File: config.mk
export PLATFORM = sky130hd
export DESIGN_NAME = fiqsel_top
export DESIGN_NICKNAME = d
export VERILOG_FILES = /design/src/rtl/fiqsel_pkg.sv /design/src/rtl/fiqsel_regs.sv /design/src/rtl/fiqsel_src_mux.sv /design/src/rtl/fiqsel_out_stage.sv /design/src/rtl/fiqsel_top.sv
export SDC_FILE = /design/constraint.sdc
export NUM_CORES = 1
export LEC_CHECK = 0
export BUFFER_PORTS_ARGS = -buffer_cell sky130_fd_sc_hd__buf_4
export CAP_MARGIN = 10
export CORE_AREA = 4 4 86 88
export CTS_BUF_LIST = sky130_fd_sc_hd__clkbuf_2
export DETAILED_ROUTE_END_ITERATION = 7
export DIE_AREA = 0 0 90 92
export MAX_ROUTING_LAYER = met4
export PLACE_DENSITY = 0.78
export RECOVER_POWER = 50
export SLEW_MARGIN = 15
export SYNTH_ARGS = -nofsm -noshare
export SYNTH_HDL_FRONTEND = slang
export SYNTH_SLANG_ARGS = --single-unit
File: constraint.sdc
create_clock -name clk -period 2.01 [get_ports clk]
set_clock_uncertainty 0.15 [all_clocks]
set_input_delay 0.402 -clock clk [delete_from_list [all_inputs] [get_ports clk]]
set_output_delay 0.402 -clock clk [all_outputs]
set_load 0.02 [all_outputs]
File: src/rtl/fiqsel_pkg.sv
package fiqsel_pkg;

  localparam int unsigned GRP0_N = 8;
  localparam int unsigned GRP1_N = 32;
  localparam int unsigned GRP2_N = 32;

  // Source count and the width needed to number them.
  function automatic int unsigned total_sources(input int unsigned n0,
                                                input int unsigned n1,
                                                input int unsigned n2);
    return n0 + n1 + n2;
  endfunction

  function automatic int unsigned index_width(input int unsigned n);
    return (n <= 1) ? 1 : $clog2(n);
  endfunction

endpackage

File: src/rtl/fiqsel_regs.sv
module fiqsel_regs #(
  parameter int unsigned ADDR_W   = 8,
  parameter int unsigned DATA_W   = 32,
  parameter int unsigned IDX_W    = 7,
  parameter logic [ADDR_W-1:0] CTRL_OFS = 8'h0C
) (
  input  logic              clk,
  input  logic              rst_n,
  input  logic              wr_i,
  input  logic [ADDR_W-1:0] waddr_i,
  input  logic [DATA_W-1:0] wdata_i,
  input  logic [ADDR_W-1:0] raddr_i,
  output logic [DATA_W-1:0] rdata_o,
  output logic [IDX_W-1:0]  idx_o,
  output logic              en_o,
  output logic              wr_hit_o
);

  localparam int unsigned CTRL_W = IDX_W + 1;

  logic [CTRL_W-1:0] ctrl_q;

  assign wr_hit_o = wr_i && (waddr_i == CTRL_OFS);

  always_ff @(posedge clk or negedge rst_n) begin
    if (!rst_n) begin
      ctrl_q <= '0;
    end else if (wr_hit_o) begin
      ctrl_q <= wdata_i[CTRL_W-1:0];
    end
  end

  assign idx_o = ctrl_q[IDX_W-1:0];
  assign en_o  = ctrl_q[IDX_W];

  always_comb begin
    rdata_o = '0;
    if (raddr_i == CTRL_OFS) begin
      rdata_o[CTRL_W-1:0] = ctrl_q;
    end
  end

endmodule

File: src/rtl/fiqsel_src_mux.sv
module fiqsel_src_mux #(
  parameter int unsigned N0    = 8,
  parameter int unsigned N1    = 32,
  parameter int unsigned N2    = 32,
  parameter int unsigned SRC_N = N0 + N1 + N2,
  parameter int unsigned IDX_W = 7
) (
  input  logic [N0-1:0]    grp0_i,
  input  logic [N1-1:0]    grp1_i,
  input  logic [N2-1:0]    grp2_i,
  input  logic [IDX_W-1:0] idx_i,
  output logic [SRC_N-1:0] flat_o,
  output logic             in_range_o,
  output logic             level_o
);

  localparam int unsigned SPAN = 2 ** IDX_W;

  // Numbering order: first wide group, second wide group, small group.
  for (genvar g = 0; g < N1; g++) begin : g_grp1
    assign flat_o[g] = grp1_i[g];
  end
  for (genvar g = 0; g < N2; g++) begin : g_grp2
    assign flat_o[N1 + g] = grp2_i[g];
  end
  for (genvar g = 0; g < N0; g++) begin : g_grp0
    assign flat_o[N1 + N2 + g] = grp0_i[g];
  end

  logic [SPAN-1:0] padded;

  always_comb begin
    padded = '0;
    padded[SRC_N-1:0] = flat_o;
  end

  assign in_range_o = ({1'b0, idx_i} < (IDX_W + 1)'(SRC_N));
  assign level_o    = in_range_o && padded[idx_i];

endmodule

File: src/rtl/fiqsel_out_stage.sv
module fiqsel_out_stage #(
  parameter int unsigned SRC_N = 72
) (
  input  logic             clk,
  input  logic             rst_n,
  input  logic             fiq_en_i,
  input  logic             level_i,
  input  logic [SRC_N-1:0] flat_i,
  input  logic [SRC_N-1:0] irq_en_i,
  output logic             irq_any_o,
  output logic             fiq_o,
  output logic             irq_o
);

  logic fiq_d;

  assign irq_any_o = |(flat_i & irq_en_i);
  assign fiq_d     = fiq_en_i && level_i;

  always_ff @(posedge clk or negedge rst_n) begin
    if (!rst_n) begin
      fiq_o <= 1'b0;
      irq_o <= 1'b0;
    end else begin
      fiq_o <= fiq_d;
      irq_o <= irq_any_o;
    end
  end

endmodule

File: src/rtl/fiqsel_top.sv
module fiqsel_top
  import fiqsel_pkg::*;
#(
  parameter int unsigned N0       = GRP0_N,
  parameter int unsigned N1       = GRP1_N,
  parameter int unsigned N2       = GRP2_N,
  parameter int unsigned ADDR_W   = 8,
  parameter int unsigned DATA_W   = 32,
  parameter logic [ADDR_W-1:0] CTRL_OFS = 8'h0C,
  localparam int unsigned SRC_N   = total_sources(N0, N1, N2),
  localparam int unsigned IDX_W   = index_width(SRC_N)
) (
  input  logic              clk,
  input  logic              rst_n,
  input  logic [N0-1:0]     src_b0_i,
  input  logic [N1-1:0]     src_b1_i,
  input  logic [N2-1:0]     src_b2_i,
  input  logic [SRC_N-1:0]  irq_en_i,
  input  logic              reg_wr_i,
  input  logic [ADDR_W-1:0] reg_waddr_i,
  input  logic [DATA_W-1:0] reg_wdata_i,
  input  logic [ADDR_W-1:0] reg_raddr_i,
  output logic [DATA_W-1:0] reg_rdata_o,
  output logic              fiq_o,
  output logic              irq_o
);

  logic [IDX_W-1:0] ctrl_idx;
  logic             ctrl_en;
  logic             wr_hit;
  logic [SRC_N-1:0] flat_src;
  logic             in_range;
  logic             sel_level;
  logic             irq_any;

  fiqsel_regs #(
    .ADDR_W  (ADDR_W),
    .DATA_W  (DATA_W),
    .IDX_W   (IDX_W),
    .CTRL_OFS(CTRL_OFS)
  ) u_regs (
    .clk     (clk),
    .rst_n   (rst_n),
    .wr_i    (reg_wr_i),
    .waddr_i (reg_waddr_i),
    .wdata_i (reg_wdata_i),
    .raddr_i (reg_raddr_i),
    .rdata_o (reg_rdata_o),
    .idx_o   (ctrl_idx),
    .en_o    (ctrl_en),
    .wr_hit_o(wr_hit)
  );

  fiqsel_src_mux #(
    .N0   (N0),
    .N1   (N1),
    .N2   (N2),
    .SRC_N(SRC_N),
    .IDX_W(IDX_W)
  ) u_mux (
    .grp0_i    (src_b0_i),
    .grp1_i    (src_b1_i),
    .grp2_i    (src_b2_i),
    .idx_i     (ctrl_idx),
    .flat_o    (flat_src),
    .in_range_o(in_range),
    .level_o   (sel_level)
  );

  fiqsel_out_stage #(
    .SRC_N(SRC_N)
  ) u_out (
    .clk      (clk),
    .rst_n    (rst_n),
    .fiq_en_i (ctrl_en),
    .level_i  (sel_level),
    .flat_i   (flat_src),
    .irq_en_i (irq_en_i),
    .irq_any_o(irq_any),
    .fiq_o    (fiq_o),
    .irq_o    (irq_o)
  );

endmodule

==> results.sh <==
export IMPL_async_flop_share_pct=100
export IMPL_ant_nets=0
export IMPL_status="finished, violations left"
export IMPL_ys_seq_area_share_pct=15.6
export IMPL_start_util_pct=24.2
export IMPL_drc=0
export IMPL_grt_pass1_vias=2330
export IMPL_worst_pin_slew_ns=0.536
export IMPL_dp_hpwl_mm=8.02
export IMPL_nFillCells=639
export IMPL_fin_crit_ns=2.24
export IMPL_die_w_um=90
export IMPL_setup_ws_ns=-0.232
export IMPL_port_buffer_count=180
export IMPL_antenna_found_initial=0
export IMPL_failed_checks="negative setup slack"
export IMPL_grt_max_degree=18
export IMPL_power_density_nw_per_um2=277
export IMPL_ys_warn_count=0
export IMPL_hold_violations=0
export IMPL_clk_path_buf_depth=2
export IMPL_crit_fanout=8
export IMPL_grt_pass1_wl_mm=12.5
export IMPL_first_iter_violations=96
export IMPL_met3_usage_pct=4.68
export IMPL_synth_most_common_cell="buf_4"
export IMPL_holdWs_ns=0.230
export IMPL_netlist_area_um2=1610
export IMPL_synth_seq_cells=10
export IMPL_grt_busiest_layer="met2"
export IMPL_cts_buffers=3
export IMPL_start_kind="primary input"
export IMPL_cts_sinks=10
export IMPL_hold_class="in2reg"
export IMPL_synth_flop_cell="dfrtp_1"
export IMPL_met1_usage_pct=22.1
export IMPL_first_pass_iters=4
export IMPL_gp_congestion=0.832
export IMPL_grtUsageTotal_pct=20.4
export IMPL_cp_end_kind="output port"
export IMPL_total_power_w=0.000876
export IMPL_core_um2=6640
export IMPL_n_antenna_cell=0
export IMPL_ir_drop_mv=0.173
export IMPL_arrival_ns=1.69
export IMPL_syn_to_final_growth_pct=96.4
export IMPL_setup_viol=8
export IMPL_row_count=30
export IMPL_ioPinCount=229
export IMPL_drive_above_1_share_pct=67.1
export IMPL_maxSlewViolCount=0
export IMPL_die_y_um=92
export IMPL_synth_edff_count=0
export IMPL_htreeDepth=1
export IMPL_routed_wl_mm=8.71
export IMPL_synth_top_area_share_pct=25.2
export IMPL_ctsRootBufferMaster="clkbuf_2"
export IMPL_p_leak_nw=1.53
export IMPL_maxSlewHeadroom_pct=64.3
export IMPL_synth_cell_type_count=30
export IMPL_gr_usage_met2_pct=37.8
export IMPL_synth_largest_area_cell="mux4_2"
export IMPL_drt_vias_per_instance=4.99
export IMPL_vias=2129
export IMPL_avgSynthCellArea_um2=10.3
export IMPL_rsz0062_at_grt="true"
export IMPL_critPathRequiredTime_ns=1.46
export IMPL_dieArea_um2=8280
export IMPL_min_period_over_period_pct=112
export IMPL_clock_latency_ns=0.25
export IMPL_fmax_mhz=446
export IMPL_hold_path_depth=2
export IMPL_synthCells=156
export IMPL_cts_tree="done"
export IMPL_synth_area_top_cells="mux4_2, dfrtp_1, buf_4"
export IMPL_synthTopCellsByCount="buf_4, mux4_2, a22oi_1"
export IMPL_max_cap_violations=0
export IMPL_grt_overflow=0
export IMPL_reg2reg_depth=6
export IMPL_wl_per_cell_um=20.4
export IMPL_path_class="in2out"
export IMPL_clkTransAtPathRegs_ns=0.09
export IMPL_nets=543
-- per-layer routing --
layer  vias up  wire length, µm
met1       998             3210
met5         -                0
met3        14              660
li1        993                -
met4         0              183
met2       124             4660
-- metrics by stage --
step / utilization (%) / TNS, ns / std cells / setup WS (ns) / area [µm²]
finish: 47.6 / -1.80 / 427 / -0.232 / 3160
global route: 47.6 / -2.33 / 427 / -0.303 / 3160
CTS: 46.8 / -1.88 / 424 / -0.243 / 3110
detailed placement: 45.8 / -2.26 / 419 / -0.267 / 3040
global placement: 45.8 / -2.14 / 419 / -0.244 / 3040
floorplan: - / -0.184 / 179 / -0.0255 / 1720
-- sequential cells by signal, indices dropped and copies added (netlist names) --
signal,count
u_regs.ctrl_q,8
u_out.fiq_o,1
u_out.irq_o,1
-- what timing repair did --
action | 4_1_cts | 5_1_grt
hold buffers | 1 | 0
gates cloned | 0 | 0
resized for setup | 11 | 7
hold endpoints to repair | 10 | 0
pin swaps | 0 | 4
endpoints found under the setup margin | 8 | 9
setup buffers | 0 | 3
-- worst max-delay path, cell delays in order --
cell	delay (ns)
buf_6	0.09
or4_4	0.53
nor4_4	0.21
buf_4	0.18
and2_2	0.16
buf_6	0.11
-- final cells by class --
class	count	area (µm²)	area share (%)
Multi-Input combinational cell	138	1260	39.9
Inverter	1	3.75	0.119
Timing Repair Buffer	194	1530	48.3
Sequential cell	10	250	7.92
Tap cell	80	100	3.17
Clock buffer	3	15.0	0.475
Clock inverter	1	3.75	0.119
-- path summary, 6_finish.rpt --
path | slack, ns | end | from
max | -0.23 | reg_rdata_o[7] | reg_raddr_i[7]
min in group asynchronous | 0.48 | u_regs.ctrl_q[1] | rst_n
max in group asynchronous | 0.87 | u_regs.ctrl_q[5] | rst_n
min | 0.23 | u_regs.ctrl_q[1] | reg_wdata_i[1]
max reg2reg | 0.07 | u_out.fiq_o | u_regs.ctrl_q[0]
min reg2reg | 0.42 | u_regs.ctrl_q[7] | u_regs.ctrl_q[7]
-- cells by family after synthesis --
logic type	Yosys count	synth area share, %
buffers and inverters	31	13.5
muxes	31	33.9
other	1	0.233
AOI/OAI and AO/OA	45	22.2
and+or+nand+nor	38	14.5
DFF	10	15.6
-- power by group --
group,switching (W),internal (W)
sequential,0.0000150,0.000209
clock,0.0000625,0.0000432
combinational,0.000205,0.000341
total,0.000282,0.000594
-- cell usage in the layout (no fill, tap or decap), drive strengths merged, types with 2 or more instances in the layout --
master    n
buf     192
clkbuf    4
nand2     3
a221oi   12
nor4b     2
mux2      8
a22o     12
dfrtp    10
nand4     6
mux2i     5
nand3     3
nand2b    2
and2      9
nor2b     3
conb     24
a21oi     3
a22oi    16
nor4      3
mux4     18
nor2      3
(Power assumes the default switching activity.)
